$ cat src/rtl/bank_psw_regs.sv
module bank_psw_regs #(
  parameter int          RAM_BYTES = 128,
  parameter logic [7:0]  PSW_ADDR  = 8'hD0
) (
  input  logic       clk,
  input  logic       rst_n,
  input  logic       wr_en,
  input  logic       wr_reg,
  input  logic [2:0] wr_idx,
  input  logic [7:0] wr_addr,
  input  logic [7:0] wr_data,
  input  logic       rd_reg,
  input  logic [2:0] rd_idx,
  input  logic [7:0] rd_addr,
  output logic [7:0] rd_data,
  input  logic [7:0] acc,
  input  logic       alu_upd,
  input  logic [1:0] alu_op,
  input  logic [7:0] alu_a,
  input  logic [7:0] alu_b,
  input  logic [7:0] alu_res,
  output logic [7:0] psw
);
  localparam int AW = $clog2(RAM_BYTES);

  logic [7:0] mem [RAM_BYTES];
  logic [7:1] st_q;

  wire [1:0] bank = st_q[4:3];
  wire [7:0] wr_phys = wr_reg ? {3'b000, bank, wr_idx} : wr_addr;
  wire [7:0] rd_phys = rd_reg ? {3'b000, bank, rd_idx} : rd_addr;
  wire wr_ram = wr_en && ({1'b0, wr_phys} < 9'(RAM_BYTES));
  wire wr_st  = wr_en && !wr_reg && (wr_addr == PSW_ADDR);
  wire rd_ram = {1'b0, rd_phys} < 9'(RAM_BYTES);
  wire rd_st  = !rd_reg && (rd_addr == PSW_ADDR);

  assign psw = {st_q, ^acc};

  always_comb begin
    if (rd_ram)      rd_data = mem[rd_phys[AW-1:0]];
    else if (rd_st)  rd_data = psw;
    else             rd_data = 8'h00;
  end

  always_ff @(posedge clk)
    if (wr_ram) mem[wr_phys[AW-1:0]] <= wr_data;

  wire       is_sub = alu_op[1];
  wire       cin    = (is_sub || alu_op[0]) ? st_q[7] : 1'b0;
  logic [8:0] full;
  logic [4:0] nib;
  logic       ov;

  always_comb begin
    if (is_sub) begin
      full = {1'b0, alu_a} - {1'b0, alu_b} - 9'(cin);
      nib  = {1'b0, alu_a[3:0]} - {1'b0, alu_b[3:0]} - 5'(cin);
      ov   = (alu_a[7] != alu_b[7]) && (alu_res[7] != alu_a[7]);
    end else begin
      full = {1'b0, alu_a} + {1'b0, alu_b} + 9'(cin);
      nib  = {1'b0, alu_a[3:0]} + {1'b0, alu_b[3:0]} + 5'(cin);
      ov   = (alu_a[7] == alu_b[7]) && (alu_res[7] != alu_a[7]);
    end
  end

  always_ff @(posedge clk or negedge rst_n) begin
    if (!rst_n) st_q <= '0;
    else begin
      if (wr_st) st_q <= wr_data[7:1];
      if (alu_upd) begin
        st_q[7] <= full[8];
        st_q[6] <= nib[4];
        st_q[2] <= ov;
      end
    end
  end

  AST_F0_HOLD: assert property (@(posedge clk) disable iff (!rst_n)
    !wr_st |=> $stable(psw[5]));
  AST_BANK_HOLD: assert property (@(posedge clk) disable iff (!rst_n)
    !wr_st |=> $stable(psw[4:3]));
  AST_FLAGS_QUIET: assert property (@(posedge clk) disable iff (!rst_n)
    (!wr_st && !alu_upd) |=> $stable({psw[7:6], psw[2]}));
  AST_ADD_CARRY: assert property (@(posedge clk) disable iff (!rst_n)
    (alu_upd && alu_op == 2'b00) |=> psw[7] == $past(({1'b0, alu_a} + {1'b0, alu_b}) > 9'h0FF));
  AST_SUB_SAME_NO_OV: assert property (@(posedge clk) disable iff (!rst_n)
    (alu_upd && alu_op[1] && alu_a == alu_b) |=> !psw[2]);
  AST_PARITY_ONE: assert property (@(posedge clk) disable iff (!rst_n)
    ($countones(acc) == 1) |-> psw[0]);
endmodule

$ cat config.mk
export PLATFORM = sky130hd
export DESIGN_NAME = bank_psw_regs
export DESIGN_NICKNAME = d
export VERILOG_FILES = /design/src/rtl/bank_psw_regs.sv
export SDC_FILE = /design/constraint.sdc
export NUM_CORES = 1
export LEC_CHECK = 0
export ABC_CLOCK_PERIOD_IN_PS = 6780
export BUFFER_PORTS_ARGS = -buffer_cell sky130_fd_sc_hd__buf_2
export CAP_MARGIN = 20
export CORE_UTILIZATION = 30
export CTS_CLUSTER_DIAMETER = 30
export DETAILED_ROUTE_END_ITERATION = 10
export PLACE_DENSITY = 0.46
export SYNTH_ARGS = -nofsm -noshare
export SYNTH_HDL_FRONTEND = slang
export SYNTH_SLANG_ARGS = --single-unit
$ cat constraint.sdc
create_clock -name clk -period 6.78 [get_ports clk]
set_clock_uncertainty 0.15 [all_clocks]
set_input_delay 1.017 -clock clk [delete_from_list [all_inputs] [get_ports clk]]
set_output_delay 1.017 -clock clk [all_outputs]
set_load 0.01 [all_outputs]
After elaboration in Yosys (flattened, before gate mapping)
Memories as Yosys holds them, arrays and structs flattened.
Index checks and enable logic that the tools add are counted.
{ "classes": {"n_addsub": 8, "n_lt_le_gt_ge": 2, "n_eq_ne": 5, "mux": 13, "n_reduce_logical": 11} }
{ "ops": {"columns": ["op", "n"], "rows": [
  ["two-way mux 8 bit", 4],
  ["equality test 8 bit (second input constant)", 2],
  ["less-than comparator 8 bit (second input constant)", 2],
  ["adder 8 x 8 -> 9 bit", 1],
  ["adder 9 x 1 -> 9 bit", 1],
  ["two-way mux 9 bit", 1],
  ["subtractor 8 x 8 -> 9 bit", 1],
  ["subtractor 9 x 1 -> 9 bit", 1],
  ["XOR reduction 8 bit", 1],
  ["two-way mux 7 bit", 1],
  ["logical AND 1 bit", 6],
  ["adder 4 x 4 -> 5 bit", 1],
  ["adder 5 x 1 -> 5 bit", 1],
  ["two-way mux 1 bit", 5],
  ["two-way mux 5 bit", 1],
  ["subtractor 4 x 4 -> 5 bit", 1],
  ["subtractor 5 x 1 -> 5 bit", 1],
  ["zero test 1 bit", 2],
  ["two-way mux 2 bit", 1],
  ["inequality test 1 bit", 2],
  ["nonzero test 2 bit", 1],
  ["equality test 1 bit", 1],
  ["logical OR 1 bit", 1]
]} }
{ "totals": {"ff_bits": 7, "ram_bits": 1024, "inputBits": 70, "out_inout_bits": 16, "elab_cells": 42, "n_memories": 1} }
{ "mem_list": {"columns": ["memory", "depth", "width", "read_ports", "rd_ports_with_merged_regs", "write_ports", "line_no", "source"], "rows": [
  ["mem", 128, 8, 1, 0, 1, "26", "logic [7:0] mem [RAM_BYTES];"]
]} }

Logic depth before layout (Yosys ltp)
{ "logic_depth": {"word_depth": 5, "ltp_mapped": 13, "depth_no_buf": 12} }

Worst setup path after synthesis
OpenSTA, ideal clock, no wires.
{ "synth_timing": {"kind": "input-to-output", "from": "input rd_reg", "to": "output rd_data[6]", "t_arrival_ps": 3018, "t_required_ps": 5613, "slack_ps": 2595, "cell_stages": 11, "n_path_buf": 4, "path_cell_list": "buf_6 -> mux2i_4 -> buf_8 -> buf_12 -> buf_12 -> mux2i_1 -> o221ai_1 -> a21oi_1 -> o311ai_1 -> a31oi_1 -> nor4_1"} }
{ "synth_between": {"elab_chain_cells": 4, "elab_cells_between_ends": 7, "cone_classes": "order compare: 1; mux: 3; reduce/logical: 2; memory: 1"} }
{ "synth_rtl": {"columns": ["element", "line_no", "source"], "rows": [
  ["start, declared", "12", "input logic rd_reg,"],
  ["parallel branches: the longest is 3 deep, another holds memory (128 x 8 bit)", null, null],
  ["two-way mux 8 bit *", "40", "if (rd_ram) rd_data = mem[rd_phys[AW-1:0]];"],
  ["end, declared", "15", "output logic [7:0] rd_data,"]
]} }
Every way passes the cells marked *.

Final worst setup path
{ "layout_timing": {"from": "input rd_reg", "to": "output rd_data[1]"} }
The elaborated chain is that of the path after synthesis.

==> impl_summary.md <==
Drt
In the routed layout, each cell is associated on average with a via count of 5.08. The count of unresolved DRC violations after routing is 0. The detail route stage leaves a number of antenna-violating nets equal to 0. The count of routing violations after the opening detailed-route iteration is 2,140. The wire length reported by the detailed router is 116 mm. The first-pass iteration count of the detailed router is 8. Detailed routing inserted a total of 23,000 vias. In the final routed layout, each cell accounts on average for 25.6 um.

Timing
The setup total negative slack is 0 ns. The worst pin sits at a relative slew slack of 0.230. The final number of max-transition violations is 0. Setup repair after global routing left no endpoint under its margin. Of the available clock period, the critical path in the final layout requires 0.935.

Setup slack on the critical path of the routed design comes to 0.441 ns. The smallest clock period supported by the final layout is computed as 6.34 ns. The maximum achievable frequency is 0.158 GHz. For the pin with the worst max-slew slack, the measured transition is 1.15 ns. Setup violations remaining at the end of the flow were counted as 0. The final number of hold-violating endpoints was 0.

Synthesis
The share of the synthesized area in the top cell type is 0.738. The most common cell in the synthesized netlist is sky130_fd_sc_hd__edfxtp_1. In the synthesized netlist the async set-or-reset flop fraction comes to 0.00679. Dividing the synthesized area by the synthesized cell count gives 18.2 um2.

After synthesis, the cell types taking the most area are sky130_fd_sc_hd__edfxtp_1 74%, sky130_fd_sc_hd__mux4_2 6.8%, sky130_fd_sc_hd__mux2i_1 6.4%. Synthesis produced a netlist with a net count of 2,383. The largest total area in the synthesized netlist belongs to sky130_fd_sc_hd__edfxtp_1.

The cell area after synthesis is 0.0417 mm2. The number of distinct standard cells referenced by the synthesized netlist is 53. The commonest cells after synthesis are 1,024 x sky130_fd_sc_hd__edfxtp_1, 265 x sky130_fd_sc_hd__mux2i_1, 170 x sky130_fd_sc_hd__nor2_1. For this run, the number of Yosys warnings is 0.

Counting flops and latches in the post-synthesis netlist gives 1,031. The synthesized design contains 1,024 enable-type register cells. For this run, the register share of the synthesized area comes to 0.742. For this run, the leading register cell type out of synthesis is sky130_fd_sc_hd__edfxtp_1.

The cell count after synthesis is 2,292.

Floorplanning
The total I/O pin count is 86. After floorplanning, the core was divided into 136 placement rows. The floorplan core area is 0.138 mm2. The die covers 0.140 mm2.

The starting utilization of the core area is 0.303. In this run the vertical extent of the chip is 375 um. The die span in x is 375 um.

Worst setup path
The required time at the worst-slack endpoint is 5.61 ns. The slowest stage of the critical path is the sky130_fd_sc_hd__o31ai_1 cell. Walking the worst path, the cells encountered are buf_2, mux2i_4, buf_12, buf_12, buf_4, mux4_2, nor3_1, nor4_1, buf_4, a311oi_1, o31ai_1, buf_2. The capture instance of the worst register-to-register path is mem[16][0]. The largest single stage delay on the critical path is 0.70 ns. The capturing element type of the critical path is an output port.

STA classifies the critical path startpoint as a primary input. The most critical setup path has its endpoint at rd_data[1]. Setup slack on the worst reg-to-reg path comes out at 3.22 ns. The reg-to-reg startpoint is st_q[4]. The worst setup path is of the in -> out kind.

The worst-case reg-to-reg path depth is 4. The critical path starts at rd_reg. At the worst endpoint, the arrival time is 5.17 ns. Of all nets on the critical path, the largest fanout is 48.

GRT
The first global-routing pass estimated 166 mm of wire. The met3 track demand over resource is 0.0465. In the global route stage, met1 resource usage came out at 0.221. Entering global routing, the biggest net connects 103 pins. For this run, the total global-route usage over all layers was measured as 0.164. The via count of the first global-routing pass is 23,800. The most crowded layer after global routing is met2.

The global-route met2 utilization is 0.253. The initial antenna violation count is 4. The total overflow left after global routing is 0.

Finish
The signed area change from the synthesized netlist to the final layout is 24.3%. In the final layout, the share of cells above drive strength 1 is 0.248. The count of inserted antenna diode cells is 0. The count of nets after finishing is 2,632.

Power
The power after layout is 0.0186 W. The internal portion of the total power is 0.0144 W. Of the total power, the share spent switching nets is 0.224. Power spread over the standard cell area amounts to 359 mW/mm2. Summed over all cells, the static leakage comes to 17.3 nW. The share of total power dissipated in sequential elements is 0.380. The proportion of power drawn by the clock network is 0.564. The combinational power share is 0.056. The maximum VDD drop is 0.000286 V. The switching power of the nets is 0.00416 W.

Clock network
The clock-pin slew of the registers on the worst-case setup and hold paths is 0.04 ns. The sink count of the clock tree is 1,031. The clock latency on the worst-skew pair is 0.78 ns. The TritonCTS clock tree is yes. The depth of the CTS H-tree is 4. After clock tree synthesis, the setup repair step added 0 buffers.

The clock passes through at most 3 buffers. The number of buffers created by CTS is 213. Clock tree synthesis selected as its root buffer the cell sky130_fd_sc_hd__clkbuf_16.

Placed design
The placer congestion estimate is 0.844. The detailed placement HPWL is 70.6 mm. The count of buffers from port buffering is 78. At the placement stage, the worst setup path has a slack of 0.469 ns.

Outcome
The flow ran to the end, and the final reports show no timing, DRC or antenna violations.

Worst hold path
The class of the worst hold path is in -> reg.

Job
The tool flagged a number of max-cap violations equal to 0.
-- worst min-delay path by stage --
stage / from / end / slack [ns] / cells after the start
6_report: alu_upd / st_q[7] / 0.35 / 2
3_5_place_dp: st_q[1] / st_q[1] / 0.47 / 1
4_1_cts: alu_upd / st_q[7] / 0.30 / 2
2_1_floorplan: st_q[1] / st_q[1] / 0.42 / 1
5_1_grt: alu_upd / st_q[2] / 0.34 / 2
3_3_place_gp: st_q[5] / st_q[5] / 0.47 / 1
-- final cells by class --
class / count / area, um2
Clock buffer: 235 / 5460
Clock inverter: 166 / 1920
Fill cell: 12600 / 85900
Inverter: 28 / 105
Multi-Input combinational cell: 1103 / 9880
Sequential cell: 1031 / 30900
Tap cell: 1794 / 2240
Timing Repair Buffer: 164 / 1250
-- cell families (layout without fill, tap and decap cells) --
logic type | count (synthesis) | count (layout) | share of synthesized area
flip-flops | 1031 | 1031 | 0.742
multiplexers | 401 | 401 | 0.135
AND/OR/NAND/NOR | 337 | 337 | 0.0349
AO/OA/AOI/OAI | 334 | 334 | 0.0551
buffers and inverters | 158 | 593 | 0.0238
adder cells (fa/ha/maj) | 21 | 21 | 0.00631
XOR/XNOR | 10 | 10 | 0.00210
-- cell usage in the layout, fill, tap and decap left out, drive strengths merged, types with 8 or more instances in the layout --
master	count
o221ai	57
bufinv	32
nand2	57
mux2i	266
edfxtp	1024
mux4	128
clkinvlp	32
clkinv	78
nand3	11
a311oi	14
nor2	170
o21ai	70
clkbuf	235
nor3	63
o31ai	10
inv	52
a21oi	36
o311ai	8
buf	163
nor4	17
ha	21
o22ai	117
-- per-layer routing --
| metal | wire length, um | vias up |
|---|---|---|
| met4 | 3090 | 2 |
| met3 | 8540 | 207 |
| met1 | 51100 | 12000 |
| li1 | - | 9976 |
| met2 | 53000 | 830 |
| met5 | 20 | - |
-- metrics by stage --
| step | hold WS (ns) | std cells | util | instance area (um2) |
|---|---|---|---|---|
| floorplan | 0.420 | 2292 | - | 41700 |
| global placement | 0.475 | 4118 | 0.322 | 44400 |
| detailed placement | 0.467 | 4118 | 0.322 | 44400 |
| CTS | 0.298 | 4520 | 0.376 | 51800 |
| global route | 0.345 | 4521 | 0.376 | 51800 |
| finish | 0.350 | 4521 | 0.376 | 51800 |
-- flip-flops by register name, summed over array words and instances (netlist names) --
signal and flops:
st_q 7, mem 1024
-- power groups by stage --
stage	clock network, W	logic (W)	registers, W
floorplan	0	0.000591	0.00717
global placement	0	0.00104	0.00718
detailed placement	0	0.00105	0.00718
CTS	0.0106	0.00105	0.00706
global route	0.0110	0.00111	0.00706
finish	0.0105	0.00105	0.00707
-- critical path, delay by kind of cell --
family          cells  cell delay [ns]
compound gates      2             0.76
buf+inv             6             2.02
simple gates        2             0.59
mux                 2             0.71
-- timing repair --
item | 4_1_cts | 5_1_grt
gates resized for setup | 0 | 0
hold buffers | 1 | 0
hold endpoints to repair | 7 | 0
(Power assumes the default switching activity.)
